==> config.mk <==
export PLATFORM = sky130hd
export DESIGN_NAME = frac_ns_timer
export DESIGN_NICKNAME = d
export VERILOG_FILES = /design/src/rtl/frac_tmr_pkg.sv /design/src/rtl/frac_tmr_step.sv /design/src/rtl/frac_tmr_wr_fsm.sv /design/src/rtl/frac_tmr_rdmux.sv /design/src/rtl/frac_ns_timer.sv
export SDC_FILE = /design/constraint.sdc
export NUM_CORES = 1
export LEC_CHECK = 0
export BUFFER_PORTS_ARGS = -buffer_cell sky130_fd_sc_hd__buf_2
export CELL_PAD_IN_SITES_DETAIL_PLACEMENT = 1
export CELL_PAD_IN_SITES_GLOBAL_PLACEMENT = 1
export CORE_UTILIZATION = 45
export DETAILED_ROUTE_END_ITERATION = 12
export GPL_TIMING_DRIVEN = 0
export PLACE_DENSITY_LB_ADDON = 0.12
export SYNTH_ARGS = -nofsm -noshare
export SYNTH_HDL_FRONTEND = slang
export SYNTH_SLANG_ARGS = --single-unit
==> constraint.sdc <==
create_clock -name clk -period 7.4 [get_ports clk]
set_input_delay 2.22 -clock clk [delete_from_list [all_inputs] [get_ports clk]]
set_output_delay 2.22 -clock clk [all_outputs]
set_load 0.02 [all_outputs]
==> src/rtl/frac_tmr_pkg.sv <==
package frac_tmr_pkg;

    localparam int unsigned REG_RESID = 0;
    localparam int unsigned REG_LOW   = 1;
    localparam int unsigned REG_HIGH  = 2;
    localparam int unsigned REG_RATE  = 3;
    localparam int unsigned REG_CTRL  = 4;

    typedef enum logic [0:0] {
        WS_IDLE    = 1'b0,
        WS_LO_HELD = 1'b1
    } wr_state_e;

endpackage

==> src/rtl/frac_tmr_step.sv <==
module frac_tmr_step
    import frac_tmr_pkg::*;
#(
    parameter int NS_W    = 40,
    parameter int FRAC_W  = 32,
    parameter int DW      = 32,
    parameter int STEP_NS = 8
) (
    input  logic [NS_W-1:0]   ns_cur,
    input  logic [FRAC_W-1:0] frac_cur,
    input  logic [DW-1:0]     rate,
    output logic [NS_W-1:0]   ns_nxt,
    output logic [FRAC_W-1:0] frac_nxt
);
    localparam int MAG_W = DW - 1;

    logic [MAG_W-1:0]  mag;
    logic              slow;
    logic [FRAC_W-1:0] mag_ext;
    logic [FRAC_W:0]   sum;
    logic [NS_W-1:0]   step;

    assign mag  = rate[MAG_W-1:0];
    assign slow = rate[DW-1];

    generate
        if (FRAC_W > MAG_W) begin : g_widen
            assign mag_ext = {{(FRAC_W-MAG_W){1'b0}}, mag};
        end else begin : g_trim
            assign mag_ext = mag[MAG_W-1 -: FRAC_W];
        end
    endgenerate

    always_comb begin
        sum      = {1'b0, frac_cur} + {1'b0, mag_ext};
        frac_nxt = sum[FRAC_W-1:0];
        if (!sum[FRAC_W])
            step = NS_W'(STEP_NS);
        else if (slow)
            step = NS_W'(STEP_NS - 1);
        else
            step = NS_W'(STEP_NS + 1);
        ns_nxt = ns_cur + step;
    end

endmodule

==> src/rtl/frac_tmr_wr_fsm.sv <==
module frac_tmr_wr_fsm
    import frac_tmr_pkg::*;
#(
    parameter int NS_W = 40,
    parameter int DW   = 32,
    parameter int AW   = 3
) (
    input  logic            clk,
    input  logic            rst_n,
    input  logic            wr_en,
    input  logic [AW-1:0]   addr,
    input  logic [DW-1:0]   wdata,
    output logic            commit,
    output logic [NS_W-1:0] commit_ns
);
    localparam int HI_W = NS_W - DW;

    wr_state_e     state_q, state_d;
    logic [DW-1:0] stage_q;
    logic          wr_low, wr_high;

    assign wr_low  = wr_en && (addr == AW'(REG_LOW));
    assign wr_high = wr_en && (addr == AW'(REG_HIGH));

    always_ff @(posedge clk) begin
        if (!rst_n) begin
            state_q <= WS_IDLE;
            stage_q <= '0;
        end else begin
            state_q <= state_d;
            if (wr_low)
                stage_q <= wdata;
        end
    end

    always_comb begin
        state_d = state_q;
        unique case (state_q)
            WS_IDLE: begin
                if (wr_low)
                    state_d = WS_LO_HELD;
            end
            WS_LO_HELD: begin
                if (wr_high)
                    state_d = WS_IDLE;
                else if (wr_low)
                    state_d = WS_LO_HELD;
            end
            default: state_d = WS_IDLE;
        endcase
    end

    always_comb begin
        commit    = 1'b0;
        commit_ns = {wdata[HI_W-1:0], stage_q};
        unique case (state_q)
            WS_IDLE:    commit = 1'b0;
            WS_LO_HELD: commit = wr_high;
            default:    commit = 1'b0;
        endcase
    end

endmodule

==> src/rtl/frac_tmr_rdmux.sv <==
module frac_tmr_rdmux
    import frac_tmr_pkg::*;
#(
    parameter int NS_W   = 40,
    parameter int FRAC_W = 32,
    parameter int DW     = 32,
    parameter int AW     = 3
) (
    input  logic [AW-1:0]     addr,
    input  logic [FRAC_W-1:0] frac,
    input  logic [NS_W-1:0]   snap,
    input  logic [DW-1:0]     rate,
    input  logic              halt,
    output logic [DW-1:0]     rdata
);
    localparam int HI_W = NS_W - DW;

    always_comb begin
        rdata = '0;
        case (addr)
            AW'(REG_RESID): rdata = DW'(frac);
            AW'(REG_LOW):   rdata = snap[DW-1:0];
            AW'(REG_HIGH):  rdata = {{(DW-HI_W){1'b0}}, snap[NS_W-1:DW]};
            AW'(REG_RATE):  rdata = rate;
            AW'(REG_CTRL):  rdata = {halt, {(DW-1){1'b0}}};
            default:        rdata = '0;
        endcase
    end

endmodule

==> src/rtl/frac_ns_timer.sv <==
module frac_ns_timer
    import frac_tmr_pkg::*;
#(
    parameter int NS_W    = 40,
    parameter int FRAC_W  = 32,
    parameter int DW      = 32,
    parameter int AW      = 3,
    parameter int STEP_NS = 8
) (
    input  logic          clk,
    input  logic          rst_n,
    input  logic          rd_en,
    input  logic          wr_en,
    input  logic [AW-1:0] addr,
    input  logic [DW-1:0] wdata,
    output logic [DW-1:0] rdata
);
    logic [NS_W-1:0]   ns_q, ns_step, snap_q, commit_ns;
    logic [FRAC_W-1:0] frac_q, frac_step;
    logic [DW-1:0]     rate_q;
    logic              aux_dis;
    logic              commit;

    frac_tmr_wr_fsm #(.NS_W(NS_W), .DW(DW), .AW(AW)) u_wr (
        .clk       (clk),
        .rst_n     (rst_n),
        .wr_en     (wr_en),
        .addr      (addr),
        .wdata     (wdata),
        .commit    (commit),
        .commit_ns (commit_ns)
    );

    frac_tmr_step #(.NS_W(NS_W), .FRAC_W(FRAC_W), .DW(DW), .STEP_NS(STEP_NS)) u_step (
        .ns_cur   (ns_q),
        .frac_cur (frac_q),
        .rate     (rate_q),
        .ns_nxt   (ns_step),
        .frac_nxt (frac_step)
    );

    always_ff @(posedge clk) begin
        if (!rst_n) begin
            ns_q   <= '0;
            frac_q <= '0;
        end else if (commit) begin
            ns_q   <= commit_ns;
            frac_q <= '0;
        end else if (!aux_dis) begin
            ns_q   <= ns_step;
            frac_q <= frac_step;
        end
    end

    always_ff @(posedge clk) begin
        if (!rst_n) begin
            rate_q  <= '0;
            aux_dis <= 1'b1;
            snap_q  <= '0;
        end else begin
            if (wr_en && addr == AW'(REG_RATE))
                rate_q <= wdata;
            if (wr_en && addr == AW'(REG_CTRL))
                aux_dis <= wdata[DW-1];
            if (rd_en && addr == AW'(REG_RESID))
                snap_q <= ns_q;
        end
    end

    frac_tmr_rdmux #(.NS_W(NS_W), .FRAC_W(FRAC_W), .DW(DW), .AW(AW)) u_rd (
        .addr  (addr),
        .frac  (frac_q),
        .snap  (snap_q),
        .rate  (rate_q),
        .halt  (aux_dis),
        .rdata (rdata)
    );

endmodule

==> results of run 1 <==
==> critical path, delay by kind of cell <==
kind | cells | cell delay (ns)
AOI/OAI and AO/OA | 1 | 0.27
buffers and inverters | 5 | 1.91
and+or+nand+nor | 2 | 0.18
==> final cells by class <==
class,instances,area (sq um)
plain buffers,76,294
fillers,2635,9670
well taps,270,338
clock buffers,18,439
clock inverters,14,184
flip-flops and latches,178,3560
multi-input cells,961,5530
inverters,17,63.8
repair buffers,69,345
==> state kept, by name, summed over array words and instances, names as in the netlist <==
| register | cells |
|---|---|
| aux_dis | 1 |
| snap_q | 40 |
| ns_q | 40 |
| u_wr.stage_q | 32 |
| rate_q | 32 |
| frac_q | 32 |
| u_wr.state_q | 1 |
==> final timing paths <==
check | from | endpoint | slack, ns | cells past startpoint
hold / removal | u_wr.stage_q[30] | u_wr.stage_q[30] | 0.46 | 2
setup reg to reg | rate_q[0] | ns_q[36] | 3.00 | 18
setup / recovery | addr[1] | rdata[26] | 0.58 | 8
hold reg to reg | u_wr.stage_q[30] | u_wr.stage_q[30] | 0.46 | 2
==> power breakdown <==
group          total [mW]  internal [mW]  switching (mW)
logic               0.117         0.0323          0.0849
registers           0.974          0.966         0.00830
clock network       0.973          0.500           0.473
total                2.06           1.50           0.566
==> cells in the final DEF, fill, tap and decap left out, types with 5 or more instances in the layout <==
master and instances:
nand2_1 289, a21oi_1 178, dfxtp_1 178, nor2_1 133
buf_2 70, clkbuf_1 69, xnor2_1 43, mux2i_1 35
a211oi_1 34, ha_1 34, o21ai_0 22, nand3_1 21
a21o_1 19, xor2_1 18, clkbuf_16 17, inv_1 16
nor2b_1 15, nor3_1 9, mux4_2 8, nand4_1 8
nor4_1 8, and3_1 7, o21a_1 6, buf_1 5
==> logic make-up (layout without fill, tap and decap cells) <==
kind of cell | after synthesis | count (layout) | share of synthesized area
AOI/OAI and AO/OA | 301 | 301 | 0.189
and+or+nand+nor | 521 | 521 | 0.236
muxes | 43 | 43 | 0.0561
buffers and inverters | 93 | 194 | 0.0379
adders and majority gates | 35 | 35 | 0.0471
DFF | 178 | 178 | 0.377
xor gates and xnor gates | 61 | 61 | 0.0565
==> routing by layer <==
layer	up-vias	global-route usage	wire, um
li1	4411	-	-
met1	4556	0.442	16200
met2	226	0.533	15800
met3	50	0.0618	1900
met4	0	0.0933	717
met5	-	0	0
==> metrics.cfg, run 1 <==
[run_status]
status=finished, final reports clean

[die]
die_area_sq_mm=0.0216
fp.dieW_um=147
coreArea_sq_mm=0.0204
num_io_pins=71
num_rows=52
start_util=0.463
fp.dieH_um=147

[clock_network]
root_buffer=clkbuf_16
cts_buffer_depth=2
cts_resized=0
clock-sinks=178
path_clk_slew_ns=0.07
htreeDepth=4
clk-insertion-delay-late_ns=0.45
numCtsBuffers=17
postCtsSetupBuffers=0
cts_hold_buf=0
cts_tree=built

[final_layout]
drive_gt1_frac=0.0960
antenna_cells=0
final_core_util=0.527
area_delta_synth_final_pct=13.8
final_cell_area_sq_mm=0.0108
fin_cells=1603
fin_nets=1394

[sta]
setup_viol=0
holdWs_ns=0.457
skew_ns=0.0126
finalSetupTns_ns=0
setup_ws_ns=0.580
fin_crit_sh=0.922
worst_pin_slew_ns=0.983
slew_headroom=0.335
maxSlewViolCount=0
finalCriticalPeriod_ns=6.82
fmax_mhz=147
rsz0062_at_grt=false
timing_hold_violations_final=0

[run]
drv_cap=0

[place]
dp_slack_ns=0.647
place_area_sq_mm=0.0101
placed_cells=1571
port_buffers=69
gp_congestion=0.908
hpwl_um=26600

[setup_path]
crit_path_frequent_cell=clkbuf_1
crit_path_start_kind=input pin
endpoint_kind=primary output
critical_path_arrival_ns=4.60
cp_slowest_cell=clkbuf_1
path_class=input pin to primary output
cp_cell_sequence=buf_2, clkbuf_1, clkbuf_1, clkbuf_1, nor2_1, a21oi_1, nor2_1, buf_2
max_stage_delay_ns=0.57
critPathMaxFanout=10
cp.required_ns=5.18

[synth]
synth.top_cells.by_area=dfxtp_1 (38%), nand2_1 (11%), a21oi_1 (9.4%)
yosys_register_bits=178
synth_area_sq_mm=0.00945
synth-main-ff-cell=dfxtp_1
synth_top_area_share=0.377
seq_area_frac_synth=0.377
ys_warn_count=0
synth.distinct_cells=66
synth_cells=1232
async_flop_share=0
postSynthAreaPerCell_sq_um=7.67
synth_nets=1306
synth-edff-count=0
yosys-top-cells-count=nand2_1 (289), a21oi_1 (178), dfxtp_1 (178)
synth_largest_area_cell=dfxtp_1
yosysMostFrequentCell=nand2_1

[global_route]
antenna_found_initial=0
grt_pass1_vias=9296
grt.total_usage=0.327
grt_pass1_wl_um=53200
grt_overflow=0
grt_max_degree=20

[power_and_ir_drop]
irDropWorstVdd_v=0.000144
power.density_mw_per_mm2=192
p_leak_nw=4.10
finalPower_mw=2.06

[routing]
postRouteAntennaNets=0
wire_per_inst_um=21.6
drc=0
finalWirelength_um=34600
avgViaCountPerCell=5.77
dr.pass1.iters=5
vias=9243
dr.first_iter.drc_count=608

[min_path]
hold_path.class=flop to flop

Note: power is estimated with default switching activity, not from simulation.
==> run 2, diff against run 1 <==
Settings changed: CTS_BUF_LIST set to sky130_fd_sc_hd__clkbuf_4.
==> run 2 against run 1 <==
  * Clock power is 37% lower
  * Critical path depth unchanged
  * Sequential power barely moved
  * Combinational power about the same
  * Power down 17%
  * Final cell count about the same
  * Die area unchanged
  * Maximum frequency up 0.33%
  * Largest cell class unchanged
==> metrics.cfg, run 2 (synthesis results as in run 1) <==
[final_layout]
area_delta_synth_final_pct=10.6
fin_cells=1604
final_core_util=0.512
fillerInstances=2667
reg_top3=ns_q (40), snap_q (40)
final_cell_area_sq_mm=0.0105
final_cell_mix=nand2_1 (289), a21oi_1 (178), dfxtp_1 (178)
final_common_cell=nand2_1
drive_gt1_frac=0.0953
fin_nets=1394

[setup_path]
crit_path_frequent_cell=clkbuf_1
cp.required_ns=5.18
cp_slowest_cell=clkbuf_1
crit_path_start=addr[1]
max_stage_delay_ns=0.58
path_class=input pin to primary output
cp_cell_sequence=buf_2, clkbuf_1, clkbuf_1, clkbuf_1, nor2_1, a21oi_1, nor2_1, buf_2
critical_path_arrival_ns=4.58
critPathMaxFanout=10
crit_path_start_kind=input pin
endpoint_kind=primary output
r2r_start=frac_q[0]

[die]
fp.dieH_um=147
start_util=0.463
coreArea_sq_mm=0.0204
num_rows=52
die_area_sq_mm=0.0216
num_io_pins=71
fp.dieW_um=147

[routing]
drc=0
vias=9297
finalWirelength_um=34300
postRouteAntennaNets=0
wire_per_inst_um=21.4
avgViaCountPerCell=5.80
dr.pass1.iters=5
dr.first_iter.drc_count=590

[global_route]
use_met1=0.436
grtUsageMet3=0.0596
antenna_found_initial=1
use_met2=0.527
grt.total_usage=0.321
grt_pass1_vias=9096
grt_overflow=0
grt_max_degree=20
globalRoute.busiestLayer=met2
grt_pass1_wl_um=52200

[sta]
skew_ns=0.0249
finalCriticalPeriod_ns=6.80
holdWs_ns=0.468
maxSlewViolCount=0
timing_hold_violations_final=0
setup_viol=0
worst_pin_slew_ns=1.05
slew_headroom=0.292
finalSetupTns_ns=0
fin_crit_sh=0.919
fmax_mhz=147
rsz0062_at_grt=false

[power_and_ir_drop]
irDropWorstVdd_v=0.0000959
internal_power_mw=1.19
power_frac_seq=0.571
switching_share=0.303
power.density_mw_per_mm2=164
p_leak_nw=3.96
combPwrFrac=0.068
clkPwrFrac=0.361
switching_power_uw=519

[place]
hpwl_um=26600
placed_cells=1571
gp_congestion=0.908
port_buffers=69
place_area_sq_mm=0.0101

[clock_network]
cts_tree=built
numCtsBuffers=17
cts_buffer_depth=2
root_buffer=clkbuf_4
cts_hold_buf=0
clock-sinks=178
postCtsSetupBuffers=0
path_clk_slew_ns=0.17
clk-insertion-delay-late_ns=0.62
htreeDepth=4
cts_resized=0

[run]
drv_cap=0

[run_status]
status=finished, final reports clean

[min_path]
hold_path.class=flop to flop
holdCritStartpoint=u_wr.stage_q[30]

## run 2: changes by cell type in the layout (fill, tap and decap cells not counted), sizes merged
cell and change:
diode +1, clkbuf -1, clkinv +1
## run 2: worst paths after layout
check | endpoint | slack, ns | cells past startpoint
setup / recovery | rdata[26] | 0.60 | 8
hold / removal | u_wr.stage_q[30] | 0.47 | 2
setup reg to reg | ns_q[36] | 3.00 | 18
hold reg to reg | u_wr.stage_q[30] | 0.47 | 2
## run 2: per-layer routing
metal,up-vias,part of all wire
met4,0,0.015
li1,4417,-
met3,32,0.056
met1,4619,0.47
met2,229,0.46
met5,-,0
## run 2: stage by stage
| step | setup slack [ns] | power (mW) |
|---|---|---|
| 6_report | 0.603 | 1.71 |
| 2_1_floorplan | 1.51 | 1.06 |
| 4_1_cts | 0.624 | 1.72 |
| 3_3_place_gp | 0.675 | 1.11 |
| 3_5_place_dp | 0.647 | 1.11 |
| 5_1_grt | 0.446 | 1.76 |
## run 2: power groups by stage
stage	combinational [mW]	sequential, mW	clock [mW]
2_1_floorplan	0.0648	0.993	0
3_3_place_gp	0.113	0.996	0
3_5_place_dp	0.115	0.996	0
4_1_cts	0.116	0.976	0.623
5_1_grt	0.126	0.978	0.661
6_report	0.117	0.977	0.617
## run 2: layout make-up
type | count | area, sq um | area share
Multi-Input combinational cell | 961 | 5530 | 0.529
Sequential cell | 178 | 3560 | 0.341
Timing Repair Buffer | 69 | 345 | 0.0330
Tap cell | 270 | 338 | 0.0323
Buffer | 76 | 294 | 0.0281
Clock inverter | 15 | 188 | 0.0180
Clock buffer | 17 | 128 | 0.0122
Inverter | 17 | 63.8 | 0.00610
Antenna cell | 1 | 2.50 | 0.000239
## run 2: critical path: cells and delay by family
family,cells,cell delay [ns]
simple gates,2,0.17
compound gates,1,0.27
buf+inv,5,1.90
